**config.mk**
```make
export PLATFORM = sky130hd
export DESIGN_NAME = pulse_frame_decoder
export DESIGN_NICKNAME = d
export VERILOG_FILES = /design/src/rtl/pfd_pkg.sv /design/src/rtl/pfd_interval.sv /design/src/rtl/pfd_classify.sv /design/src/rtl/pfd_assemble.sv /design/src/rtl/pulse_frame_decoder.sv
export SDC_FILE = /design/constraint.sdc
export NUM_CORES = 1
export LEC_CHECK = 0
export ABC_AREA = 1
export BUFFER_PORTS_ARGS = -buffer_cell sky130_fd_sc_hd__buf_2
export CORE_AREA = 2 2 201 203
export CTS_CLUSTER_DIAMETER = 60
export DETAILED_ROUTE_END_ITERATION = 12
export DIE_AREA = 0 0 203 205
export PLACE_DENSITY = 0.7
export SYNTH_ARGS = -nofsm -noshare
export SYNTH_HDL_FRONTEND = slang
export SYNTH_SLANG_ARGS = --single-unit
```
**constraint.sdc**
```tcl
create_clock -name clk -period 3.61 [get_ports clk]
set_clock_uncertainty 0.05 [all_clocks]
set_input_delay 0.5415 -clock clk [delete_from_list [all_inputs] [get_ports clk]]
set_output_delay 0.5415 -clock clk [all_outputs]
set_load 0.05 [all_outputs]
```
**src/rtl/pfd_pkg.sv**
```systemverilog
package pfd_pkg;
    typedef enum logic [1:0] {
        CLS_NOISE = 2'd0,
        CLS_ZERO  = 2'd1,
        CLS_ONE   = 2'd2,
        CLS_GAP   = 2'd3
    } pulse_cls_e;
endpackage

```
**src/rtl/pfd_interval.sv**
```systemverilog
module pfd_interval #(
    parameter int CNT_W   = 8,
    parameter int EOF_LEN = 80
) (
    input  logic             clk,
    input  logic             rst_n,
    input  logic             edge_in,
    input  logic             tick,
    input  logic             hold_off,
    output logic             rise,
    output logic [CNT_W-1:0] interval,
    output logic             close
);
    localparam logic [CNT_W-1:0] CNT_MAX = '1;
    localparam logic [CNT_W-1:0] EOF_M1  = CNT_W'(EOF_LEN - 1);

    typedef struct packed {
        logic             prev;
        logic [CNT_W-1:0] cnt;
    } ivl_state_t;

    ivl_state_t s_d, s_q;

    always_comb begin
        s_d      = s_q;
        s_d.prev = edge_in;
        rise     = edge_in && !s_q.prev && !hold_off;
        close    = 1'b0;
        if (rise) begin
            s_d.cnt = tick ? CNT_W'(1) : '0;
        end else if (tick) begin
            if (s_q.cnt != CNT_MAX) begin
                s_d.cnt = s_q.cnt + CNT_W'(1);
            end
            close = (s_q.cnt == EOF_M1);
        end
    end

    assign interval = s_q.cnt;

    always_ff @(posedge clk) begin
        if (!rst_n) s_q <= '0;
        else        s_q <= s_d;
    end

    a_r8_cnt_saturates: assert property (@(posedge clk) disable iff (!rst_n)
        (s_q.cnt == CNT_MAX && !rise) |=> (s_q.cnt == CNT_MAX));

    a_r11_no_tick_no_count: assert property (@(posedge clk) disable iff (!rst_n)
        (!tick && !rise) |=> $stable(s_q.cnt));

    a_r10_hold_keeps_counting: assert property (@(posedge clk) disable iff (!rst_n)
        (hold_off && tick && s_q.cnt != CNT_MAX) |=> (s_q.cnt == $past(s_q.cnt) + CNT_W'(1)));
endmodule

```
**src/rtl/pfd_classify.sv**
```systemverilog
module pfd_classify
    import pfd_pkg::*;
#(
    parameter int CNT_W     = 8,
    parameter int ZERO_MIN  = 15,
    parameter int ONE_MIN   = 25,
    parameter int GAP_MIN   = 36,
    parameter int PULSE_LEN = 8
) (
    input  logic [CNT_W-1:0] interval,
    output pulse_cls_e       cls,
    output logic [CNT_W-1:0] gap
);
    localparam logic [CNT_W-1:0] TH_ZERO = CNT_W'(ZERO_MIN);
    localparam logic [CNT_W-1:0] TH_ONE  = CNT_W'(ONE_MIN);
    localparam logic [CNT_W-1:0] TH_GAP  = CNT_W'(GAP_MIN);
    localparam logic [CNT_W-1:0] PL      = CNT_W'(PULSE_LEN);

    always_comb begin
        if (interval >= TH_GAP)       cls = CLS_GAP;
        else if (interval >= TH_ONE)  cls = CLS_ONE;
        else if (interval >= TH_ZERO) cls = CLS_ZERO;
        else                          cls = CLS_NOISE;
        gap = interval - PL;
    end
endmodule

```
**src/rtl/pfd_assemble.sv**
```systemverilog
module pfd_assemble
    import pfd_pkg::*;
#(
    parameter int MAX_BITS = 160,
    parameter int CNT_W    = 8,
    localparam int BC_W    = $clog2(MAX_BITS + 1)
) (
    input  logic                clk,
    input  logic                rst_n,
    input  logic                rise,
    input  pulse_cls_e          cls,
    input  logic [CNT_W-1:0]    gap,
    input  logic                close,
    output logic                frame_valid,
    output logic [MAX_BITS-1:0] frame_bits,
    output logic [BC_W-1:0]     frame_count,
    output logic [CNT_W-1:0]    frame_gap,
    output logic                frame_ovf
);
    localparam logic [BC_W-1:0] FULL = BC_W'(MAX_BITS);

    typedef struct packed {
        logic [MAX_BITS-1:0] bits;
        logic [BC_W-1:0]     n;
        logic [CNT_W-1:0]    gap;
        logic                ovf;
        logic                o_valid;
        logic [MAX_BITS-1:0] o_bits;
        logic [BC_W-1:0]     o_n;
        logic [CNT_W-1:0]    o_gap;
        logic                o_ovf;
    } asm_state_t;

    asm_state_t s_d, s_q;

    always_comb begin
        s_d         = s_q;
        s_d.o_valid = 1'b0;
        if (close) begin
            if (s_q.n != '0) begin
                s_d.o_valid = 1'b1;
                s_d.o_bits  = s_q.bits;
                s_d.o_n     = s_q.n;
                s_d.o_gap   = s_q.gap;
                s_d.o_ovf   = s_q.ovf;
            end
            s_d.bits = '0;
            s_d.n    = '0;
            s_d.gap  = '0;
            s_d.ovf  = 1'b0;
        end else if (rise) begin
            case (cls)
                CLS_GAP: s_d.gap = gap;
                CLS_ZERO, CLS_ONE: begin
                    if (s_q.n == FULL) begin
                        s_d.ovf = 1'b1;
                    end else begin
                        for (int i = 0; i < MAX_BITS; i++) begin
                            if (i == MAX_BITS - 1 - int'(s_q.n)) s_d.bits[i] = (cls == CLS_ONE);
                        end
                        s_d.n = s_q.n + BC_W'(1);
                    end
                end
                default: ;
            endcase
        end
    end

    always_ff @(posedge clk) begin
        if (!rst_n) s_q <= '0;
        else        s_q <= s_d;
    end

    assign frame_valid = s_q.o_valid;
    assign frame_bits  = s_q.o_bits;
    assign frame_count = s_q.o_n;
    assign frame_gap   = s_q.o_gap;
    assign frame_ovf   = s_q.o_ovf;

    a_r7_emit_nonempty: assert property (@(posedge clk) disable iff (!rst_n)
        frame_valid |-> (frame_count != '0));

    a_r7_single_pulse: assert property (@(posedge clk) disable iff (!rst_n)
        frame_valid |=> !frame_valid);

    a_r9_count_limit: assert property (@(posedge clk) disable iff (!rst_n)
        frame_count <= FULL);

    a_r9_ovf_only_full: assert property (@(posedge clk) disable iff (!rst_n)
        frame_ovf |-> (frame_count == FULL));
endmodule

```
**src/rtl/pulse_frame_decoder.sv**
```systemverilog
module pulse_frame_decoder
    import pfd_pkg::*;
#(
    parameter int MAX_BITS  = 160,
    parameter int CNT_W     = 8,
    parameter int ZERO_MIN  = 15,
    parameter int ONE_MIN   = 25,
    parameter int GAP_MIN   = 36,
    parameter int PULSE_LEN = 8,
    parameter int EOF_LEN   = 80,
    localparam int BC_W     = $clog2(MAX_BITS + 1)
) (
    input  logic                clk,
    input  logic                rst_n,
    input  logic                tick,
    input  logic                edge_in,
    input  logic                hold_off,
    output logic                frame_valid,
    output logic [MAX_BITS-1:0] frame_bits,
    output logic [BC_W-1:0]     frame_count,
    output logic [CNT_W-1:0]    frame_gap,
    output logic                frame_ovf
);
    logic             rise;
    logic             close;
    logic [CNT_W-1:0] interval;
    logic [CNT_W-1:0] gap;
    pulse_cls_e       cls;

    pfd_interval #(.CNT_W(CNT_W), .EOF_LEN(EOF_LEN)) u_interval (
        .clk(clk), .rst_n(rst_n), .edge_in(edge_in), .tick(tick), .hold_off(hold_off),
        .rise(rise), .interval(interval), .close(close)
    );

    pfd_classify #(.CNT_W(CNT_W), .ZERO_MIN(ZERO_MIN), .ONE_MIN(ONE_MIN),
                   .GAP_MIN(GAP_MIN), .PULSE_LEN(PULSE_LEN)) u_classify (
        .interval(interval), .cls(cls), .gap(gap)
    );

    pfd_assemble #(.MAX_BITS(MAX_BITS), .CNT_W(CNT_W)) u_assemble (
        .clk(clk), .rst_n(rst_n), .rise(rise), .cls(cls), .gap(gap), .close(close),
        .frame_valid(frame_valid), .frame_bits(frame_bits), .frame_count(frame_count),
        .frame_gap(frame_gap), .frame_ovf(frame_ovf)
    );
endmodule

```
==> Word-level counts from Yosys, hierarchy flattened <==
Cells that the tools add are included.
{ "classes": {"add_sub_neg": 4, "n_lt_le_gt_ge": 3, "eq_ne": 165, "muxes": 10, "bitwise_logic": 2, "n_reduce_logical": 176} }
{ "op_table": {"columns": ["op", "count"], "rows": [
  ["== test 8 x 32 -> 1 bit (first input constant)", 64],
  ["== test 7 x 32 -> 1 bit (first input constant)", 32],
  ["== test 9 x 32 -> 1 bit (first input constant)", 32],
  ["AND reduction 4 bit", 160],
  ["== test 6 x 32 -> 1 bit (first input constant)", 16],
  ["== test 5 x 32 -> 1 bit (first input constant)", 8],
  ["2-to-1 mux 178 bit", 1],
  ["== test 4 x 32 -> 1 bit (first input constant)", 4],
  ["== test 3 x 32 -> 1 bit (first input constant)", 2],
  ["== test 2 x 32 -> 1 bit (first input constant)", 1],
  ["logical NOT 32 bit", 1],
  ["2-to-1 mux 8 bit", 3],
  ["adder 8 x 1 -> 8 bit (second input constant)", 2],
  ["subtractor 8 x 8 -> 9 bit (first input constant)", 1],
  ["== test 8 x 7 -> 1 bit (second input constant)", 1],
  ["== test 8 bit (second input constant)", 1],
  [">= comparator 8 x 4 -> 1 bit (second input constant)", 1],
  [">= comparator 8 x 5 -> 1 bit (second input constant)", 1],
  [">= comparator 8 x 6 -> 1 bit (second input constant)", 1],
  ["inequality test 8 bit (second input constant)", 1],
  ["AND reduction 2 bit", 4],
  ["nonzero test 8 bit", 1],
  ["subtractor 8 x 4 -> 8 bit (second input constant)", 1],
  ["AND reduction 3 bit", 2],
  ["other kinds (9)", 19]
]} }
{ "totals": {"reg_bits": 364, "inputBits": 5, "out_inout_bits": 178, "word_cells": 530} }

==> Depth between registers and ports, before layout <==
{ "logic_depth": {"word_depth": 7, "depth_mapped": 17, "ltp_nobuf": 16} }

==> Hierarchy <==
Synthesis repeated with hierarchy kept, for this count alone.
{ "unflattened": {"cells_unflattened": 2181, "area_unflattened_um2": 16477.1} }
{ "modules_own_cells": {"columns": ["mod", "instances", "cells_per_inst", "area_each_um2", "seq_area_each_um2"], "rows": [
  ["pfd_assemble", 1, 2054, 15660.0, 7106.8],
  ["pfd_interval", 1, 95, 651.9, 180.2],
  ["pfd_classify", 1, 32, 165.2, 0.0]
]} }

==> Worst setup path after synthesis <==
No wires, ideal clock.
{ "synth_path": {"kind": "flip-flop to flip-flop", "from": "reg u_interval.s_q (netlist bit u_interval.interval[1])", "to": "reg u_assemble.s_q[317] (netlist bit)", "setup_ns": 0.115, "t_arrival_ns": 2.132, "required_time_ns": 3.445, "slack_ns": 1.313, "stages_incl_launch_ff": 17, "n_path_buf": 2, "period_less_slack_ns": 2.297, "path_cell_list": "dfxtp_1 > inv_1 > ha_1 > nor2_1 > nand2_1 > a31oi_1 > inv_1 > ha_1 > inv_1 > nor2_2 > nand2_4 > buf_4 > nor2_2 > buf_4 > nand3_1 > nand2_1 > nor2_1"} }
{ "synth_between": {"elab_chain_cells": 7, "word_cells_on_any_way": 14, "cone_classes": "order compare (3); eq/ne (3); mux (5); reduce/logical (3)"} }
{ "synth_lines": {"columns": ["element", "line_no", "rtl"], "rows": [
  ["start: declaration", "pfd_interval.sv:22", "ivl_state_t s_d, s_q;"],
  ["start signal: assignment", "pfd_interval.sv:42", "if (!rst_n) s_q <= '0;"],
  ["start signal: assignment", "pfd_interval.sv:43", "else s_q <= s_d;"],
  [">= comparator 8 x 4 -> 1 bit", "pfd_classify.sv:22", "else if (interval >= TH_ZERO) cls = CLS_ZERO;"],
  ["2-to-1 mux 1 bit", "pfd_classify.sv:22", null],
  ["2-to-1 mux 2 bit", "pfd_classify.sv:21", "else if (interval >= TH_ONE) cls = CLS_ONE;"],
  ["2-to-1 mux 2 bit", "pfd_classify.sv:20", "if (interval >= TH_GAP) cls = CLS_GAP;"],
  ["== test 2 x 1 -> 1 bit or == test 2 bit (tied branches)", "pfd_assemble.sv:52, pfd_assemble.sv:59", null],
  ["OR reduction 2 bit", "pfd_assemble.sv:52", "case (cls)"],
  ["AND reduction 4 bit (no line)", null, null],
  ["end signal: assignment", "pfd_assemble.sv:70", "if (!rst_n) s_q <= '0;"],
  ["end signal: assignment", "pfd_assemble.sv:71", "else s_q <= s_d;"],
  ["end: declaration", "pfd_assemble.sv:34", "asm_state_t s_d, s_q;"]
]} }
Parallel ways exist; a longest one is shown, timed or not.
A chain may end at the register's enable or synchronous reset.

==> Worst setup path after layout <==
{ "layout_path": {"from": "reg u_interval.s_q (netlist bit u_interval.interval[0])", "to": "reg u_assemble.s_q[333] (netlist bit)"} }
The elaborated chain is that of the path after synthesis.

==> results.json <==
{
  "cts-root-buf": "clkbuf_16",
  "worstPathBufferInverterCount": 1,
  "outcome": "finished clean",
  "fin_util_pct": 46.8,
  "dp_hpwl_um": 27300,
  "via_per_inst": 5.04,
  "cts_buffers": 39,
  "worstSetupPathType": "reg2reg",
  "start_util_pct": 44.5,
  "place_ws_ns": 0.834,
  "coreArea_um2": 39400,
  "worstPathRequired_ns": 4.01,
  "ys.flop_type": "dfxtp_1",
  "cp_common_cell": "nand2_1",
  "cts.sinks": 364,
  "period_needed_ns": 2.81,
  "ys_types": 32,
  "cts_tree": "done",
  "synthSimpleGateAreaFrac_pct": 30.5,
  "slowest_stage": "nor2_4",
  "ir_drop_mv": 0.254,
  "power_frac_seq_pct": 50.3,
  "cts_resized": 0,
  "antenna_found_initial": 1,
  "finalSetupTns_ns": 0,
  "ys_seq_area_share_pct": 41.6,
  "final_cells": 2981,
  "grt_pass1_wl_um": 71500,
  "die_h_um": 205,
  "cts_hold_buf": 0,
  "holdCritPathClass": "in2reg",
  "synth_compound_gate_area_share_pct": 9.86,
  "comb_power_share_pct": 2.3,
  "ant_nets": 0,
  "slew_headroom_pct": 24.1,
  "design.die.area_um2": 41600,
  "syn_inst": 2540,
  "io_buffer_count": 182,
  "max_stage_delay_ns": 0.71,
  "rows": 73,
  "syn_area_per_cell_um2": 6.90,
  "drc": 0,
  "rsz0062_at_grt": "false",
  "final_nets": 2449,
  "dp.cells": 2914,
  "crit_chain": "inv_1 -> ha_1 -> nand2_1 -> a31oi_1 -> nand2_1 -> nand3_1 -> ha_1 -> nand2_1 -> nor2_4 -> nand3_1 -> nand2_1 -> nand2_1 -> nor2_1",
  "cp-start-kind": "register",
  "p_per_area_nw_per_um2": 434,
  "clock_latency_ns": 0.53,
  "vias": 15000,
  "max_cap_violations": 0,
  "finalSetupViolCount": 0,
  "swShare_pct": 21.5,
  "yosys_warnings": 0,
  "clockPowerShare_pct": 47.4,
  "hold_violations": 0,
  "syn_nets": 2559,
  "worstPathArrival_ns": 3.22,
  "yosys-top-cells-area": "dfxtp_1 (42%), nand3_1 (10%), nand2_1 (9.4%), a21oi_1 (9.3%), nor2_1 (8.8%)",
  "internal-power_mw": 6.27,
  "synthAdderAreaFrac_pct": 0.999,
  "die_width_um": 203,
  "p_leak_nw": 7.71,
  "antennaDiodeCount": 0,
  "path_max_fanout": 32,
  "syn_area_um2": 17500,
  "syn2layout_area_growth_pct": 5.10,
  "endpoint_kind": "register",
  "synth-edff-count": 0,
  "muxShareOfSynthArea_pct": 0,
  "grt_pass1_vias": 13700,
  "synth_top_family_by_area": "simple AND/OR/NAND/NOR gates",
  "synth_area_leader_cell": "dfxtp_1",
  "layout-drive-gt1-share_pct": 12.6,
  "synth_top_area_share_pct": 41.6,
  "period_share_pct": 78.0,
  "critPathTopFamily": "simple AND/OR/NAND/NOR gates",
  "synthArstFlopShare_pct": 0,
  "totalWireLength_um": 44700,
  "max_slew.worst_pin.slew_ns": 1.14,
  "drt_iter0_markers": 1299,
  "gp_congestion": 0.838,
  "p_sw_mw": 1.72,
  "clkTransAtPathRegs_ns": 0.06,
  "wl_per_cell_um": 15.0,
  "nFillCells": 4069,
  "clk_path_buf_depth": 3,
  "synth-seq-cells": 364,
  "maxSlewViolCount": 0,
  "synthXorXnorAreaFrac_pct": 0.0500,
  "post_cts_buffers": 0,
  "fmax_ghz": 0.355,
  "firstDrtPassIters": 9,
  "grt_util_all_layers_pct": 21.0,
  "grt_max_degree": 255,
  "overflow": 0,
  "power.total_mw": 7.99,
  "num_io_pins": 183,
  "finalWorstSetupSlack_ns": 0.795,
  "h-tree-depth": 2
}
## metal layers
metal,GRT usage [%],wire [µm]
met1,29.4,21100
met3,3.55,2660
met5,0,13
met2,33.0,20000
met4,6.33,1010
## power by group through the flow
stage | Clock (mW) | Combinational (mW) | Sequential (mW)
floorplan | 0 | 0.144 | 4.11
global route | 4.08 | 0.211 | 4.02
finish | 3.78 | 0.185 | 4.02
CTS | 3.88 | 0.187 | 4.02
detailed placement | 0 | 0.187 | 4.11
global placement | 0 | 0.182 | 4.11
## kinds of logic (layout without fill, tap and decap cells)
| logic type | after synthesis | count (layout) |
|---|---|---|
| AOI/OAI and AO/OA | 343 | 343 |
| xor gates and xnor gates | 1 | 1 |
| adders and majority gates | 14 | 14 |
| buffers and inverters | 565 | 481 |
| DFF | 364 | 364 |
| and+or+nand+nor | 1253 | 1253 |
## Yosys cell counts, types with 3 or more instances
| library cell | instances |
|---|---|
| nand2_2 | 3 |
| inv_2 | 4 |
| nand2_1 | 441 |
| clkbuf_1 | 23 |
| dfxtp_1 | 364 |
| nor2_2 | 17 |
| nor3_4 | 3 |
| nand3_2 | 7 |
| buf_2 | 124 |
| nor2_1 | 413 |
| inv_1 | 205 |
| nor2_4 | 5 |
| nand3_1 | 354 |
| buf_1 | 23 |
| nor3_1 | 3 |
| ha_1 | 14 |
| buf_4 | 183 |
| a21oi_1 | 326 |
| buf_6 | 3 |
| o21ai_0 | 11 |
## layout by cell type (no fill, tap or decap), types with 3 or more instances in the layout
cell type,n
nor2_4,13
dfxtp_1,364
nand3_1,354
nor3_1,3
nand2_1,441
clkbuf_8,6
inv_2,4
buf_4,16
buf_2,181
clkbuf_1,12
nand2_2,3
nor3_4,3
o21ai_0,11
clkbuf_16,41
ha_1,14
nor2_2,16
a21oi_1,326
nand3_2,7
clkinv_2,6
nor2_1,406
inv_1,204
buf_12,7
## final timing paths
path	from	endpoint	slack, ns	cells after the start
setup / recovery	u_interval.interval[0]	u_assemble.s_q[333]	0.80	13
hold / removal	edge_in	u_interval.s_q[8]	0.18	3
setup reg to reg	u_interval.interval[0]	u_assemble.s_q[333]	0.80	13
hold reg to reg	u_assemble.s_q[182]	u_assemble.s_q[182]	0.42	2
## registers in the layout (all words and copies together), names as in the netlist
| name | count |
|---|---|
| u_assemble.frame_bits | 160 |
| u_assemble.frame_count | 8 |
| u_assemble.frame_gap | 8 |
| u_assemble.frame_ovf | 1 |
| u_assemble.frame_valid | 1 |
| u_assemble.s_q | 177 |
| u_interval.interval | 8 |
| u_interval.s_q | 1 |
## metrics by stage
stage	hold WS, ns	cell area [µm²]
after global placement	0.405	17200
after CTS	0.151	18400
after global routing	0.166	18400
after detailed placement	0.413	17200
final	0.179	18400
after floorplan	0.391	17500
## worst register-to-register path, delay by kind of cell, from the launching register on
| kind | cells | cell delay (ns) |
|---|---|---|
| fa+ha+maj | 2 | 0.53 |
| flops | 1 | 0.41 |
| buf+inv | 1 | 0.10 |
| compound gates | 1 | 0.09 |
| simple gates | 9 | 1.59 |
## final cells by class
class	count	area (µm²)	area share, %
clock buffer	59	1150	6.26
tap	525	657	3.57
clock inverter	8	46.3	0.251
multi-input combinational	1611	7310	39.7
timing repair buffer	205	1180	6.39
sequential	364	7290	39.6
inverter	209	787	4.27
(Power assumes the default switching activity.)
